### src/rtl/en_soft_reg.sv
module en_soft_reg #(
  parameter int WIDTH  = 8,
  parameter bit TOGGLE = 1'b0
) (
  input  logic             clk,
  input  logic             rst_hard_n,
  input  logic             rst_soft_n,
  input  logic             en,
  input  logic [WIDTH-1:0] d,
  output logic [WIDTH-1:0] q
);
  localparam logic [WIDTH-1:0] ZERO = '0;

  logic [WIDTH-1:0] sel;
  logic [WIDTH-1:0] nxt;

  generate
    if (TOGGLE) begin : g_tog
      assign sel = ({WIDTH{en}} & d) | {WIDTH{~rst_soft_n}};
      assign nxt = ~q & {WIDTH{rst_soft_n}};
    end else begin : g_load
      assign sel = {WIDTH{en | ~rst_soft_n}};
      assign nxt = d & {WIDTH{rst_soft_n}};
    end
  endgenerate

  always_ff @(posedge clk or negedge rst_hard_n) begin
    if (!rst_hard_n) q <= ZERO;
    else
      for (int i = 0; i < WIDTH; i++)
        if (sel[i]) q[i] <= nxt[i];
  end


  hard_clear_chk: assert property (@(posedge clk) !rst_hard_n |-> q == ZERO);


  soft_clear_chk: assert property (@(posedge clk) disable iff (!rst_hard_n)
    !rst_soft_n |=> q == ZERO);

  generate
    if (TOGGLE) begin : g_tog_chk

      toggle_step_chk: assert property (@(posedge clk) disable iff (!rst_hard_n)
        rst_soft_n |=> q == ($past(q) ^ ($past(d) & {WIDTH{$past(en)}})));
    end else begin : g_load_chk

      load_chk: assert property (@(posedge clk) disable iff (!rst_hard_n)
        rst_soft_n && en |=> q == $past(d));

      hold_chk: assert property (@(posedge clk) disable iff (!rst_hard_n)
        rst_soft_n && !en |=> $stable(q));
    end
  endgenerate
endmodule

### config.mk
export PLATFORM = sky130hd
export DESIGN_NAME = en_soft_reg
export DESIGN_NICKNAME = d
export VERILOG_FILES = /design/src/rtl/en_soft_reg.sv
export SDC_FILE = /design/constraint.sdc
export NUM_CORES = 1
export LEC_CHECK = 0
export ABC_CLOCK_PERIOD_IN_PS = 800
export BUFFER_PORTS_ARGS = -buffer_cell sky130_fd_sc_hd__buf_2
export CAP_MARGIN = 20
export CORE_AREA = 2 2 39 41
export DETAILED_ROUTE_END_ITERATION = 12
export DIE_AREA = 0 0 41 43
export PLACE_DENSITY_LB_ADDON = 0.2
export SYNTH_ARGS = -nofsm -noshare
export SYNTH_HDL_FRONTEND = slang
export SYNTH_SLANG_ARGS = --single-unit
### constraint.sdc
create_clock -name clk -period 0.8 [get_ports clk]
set_input_delay 0 -clock clk [delete_from_list [all_inputs] [get_ports clk]]
set_output_delay 0 -clock clk [all_outputs]
set_load 0.005 [all_outputs]
==> results.txt <==
Row cnt: 14
Crit-path cells: buf_2
Biggest register: q
Core footprint: 1384 um^2
Startpoint class of the critical path: register
Crit Path Class: register to output pin
Worst slew margin relative to its limit: 83.77%
Routability cong.: 0.6883
Worst-skew pair later-pin latency: 0.25 ns
CP Buf/Inv Count: 1
Total gr overflow: 0
Final Cycle Share: 95.08%
Fmax achieved: 1315 MHz
Post-CTS setup buffers: 0
CTS Buffer Depth: 2
Reg-to-reg startpoint: q[4]
Critical R2R Capture: q[4]
Multiplexer share of the synthesized area: 23.44%
Total power after layout: 862.0 uW
Mapped Area: 341.6 um^2
Setup crit end: q[6]
Share of synthesized registers carrying an async set or reset: 100.0%
Yosys top cell area share: 58.61%
Worst-margin pin slew: 0.2434 ns
DR WL/cell: 12.24 um
Max Slew Vio Count: 0
CTS resizes: 0
Max reg flops: 8
Clock-pin slew on the worst setup and hold paths: 0.05 ns
Top Registers: q (8)
DIE AREA: 1763 um^2
Num ports: 20
RSZ-0062 raised after global routing: false
Drt first pass iters: 1
CP arrival: 0.76 ns
Post-synth EDFFs: 0
PD cells: 1804 nW/um^2
Max-Cap Viols: 0
Setup crit start: q[6]
CTS sink cnt: 8
Worst path max stage delay: 0.38 ns
Synth Area in Adders: 0%
Synth Instances: 25
Fin worst setup slack: 0.03934 ns
Syn nets: 37
Final Util: 34.54%
Largest net degree at the start of global routing: 9
Via/cell ratio: 4.397
Setup crit end kind: output pin
Maximum fanout along the worst path: 2
Top cells by area, synth: dfrtp_1 59%, mux2i_1 23%, nor2b_1 15%
Yosys reg bits: 8
HP Class: primary input to register
Status: finished clean
Tmin final: 0.7607 ns
Nets@finish: 61
GRT Util Overall: 9.899%
Mean Syn Cell Area: 13.66 um^2
CTS H-tree depth: 1
Final Hold Fails: 0
Top post-synthesis cells by count: 8 x dfrtp_1, 8 x mux2i_1, 8 x nor2b_1
Reg2reg path depth: 2
Post-synthesis compound-gate area fraction: 0%
Simple-gate area share of the yosys netlist: 14.65%
Hold WS: 0.01873 ns
Main flop type after synthesis: dfrtp_1
Chip width: 41 um
# port buffers: 19
Pleak: 0.0002689 uW
Num CTS Buffers: 3
Final Setup Violations: 0
Post-synthesis sequential area ratio: 58.61%
Required time worst endpoint: 0.80 ns
DPL Wire Length: 597 um
Post-synth top area cell: dfrtp_1
Worst Skew: 0 ns
Diode count: 0
Antenna Nets Post-Route: 0
Yosys warns: 0
Initial antenna violation count: 0
Main combinational cell family by area after synthesis: multiplexers
Clk root buf: clkbuf_4
Synth-to-Final Area Change: 39.93%
Chip height: 43 um
FF-to-FF setup slack: 0.11 ns
Global-route wire length before repair: 1090 um
CTS tree: yes
Setup TNS Final: 0 ns
WL final: 771 um
VDD IR max: 0.0003881 V
Critical path depth in cells: 1
XOR/XNOR Fraction of Synth Area: 0%
CP max stage cell: dfrtp_1
Cell family with most CP delay: flip-flops
Layout cell share with drive strength beyond 1: 46.81%
Drt drc: 0
Initial Utilization: 24.68%
Starting DRT DRC Count: 0
Number of global-route vias before repair: 266
Worst Hold Depth: 3
Distinct cell type count after synthesis: 4
DR vias: 277
Pre-CTS WS: 0.1032 ns
==> per-stage QoR <==
step	std cells	cell area, um^2
final	63	478.0
after global placement	59	445.4
after CTS	63	478.0
after floorplan	25	341.6
after detailed placement	59	445.4
after global routing	63	478.0
==> metal layers <==
metal  part of all wire, %  up-vias  track usage (%)
li1                      -      128                -
met1                    35      137            8.197
met2                    56       12            17.19
met3                   8.6        0            3.141
met4                     0        0            8.000
met5                     0        -                0
==> what timing repair did <==
item	CTS	global route
endpoints found under the setup margin	0	0
hold buffers	1	0
hold endpoints to repair	8	0
==> where the power goes <==
part           switching [uW]  internal, uW  total [uW]
Combinational            52.3          66.1         118
Sequential               11.8           428         440
Clock                     133           171         304
Total                     197           665         862
==> final cells by class <==
type,instances,area [um^2]
Sequential cell,8,200.2
Fill cell,137,905.9
Multi-Input combinational cell,16,130.1
Tap cell,16,20.02
Timing Repair Buffer,20,105.1
Clock buffer,3,22.52
==> cells in the final DEF, fill, tap and decap left out, drive strengths merged <==
master       netlist  routed
dfrtp              8       8
clkbuf             0       3
dlygate4sd3        0       1
mux2i              8       8
buf                1      19
nor2b              8       8
==> cell families (layout without fill, tap and decap cells) <==
group	after synthesis	count (layout)
buf+inv	1	23
flops	8	8
simple gates	8	8
mux	8	8
==> worst min-delay path by stage <==
| stage | start | to |
|---|---|---|
| after global routing | d[6] | q[6] |
| final | d[6] | q[6] |
| after CTS | d[6] | q[6] |
| after floorplan | rst_hard_n | q[0] |
| after global placement | rst_hard_n | q[4] |
| after detailed placement | rst_hard_n | q[0] |
Note: power is estimated with default switching activity, not from simulation.
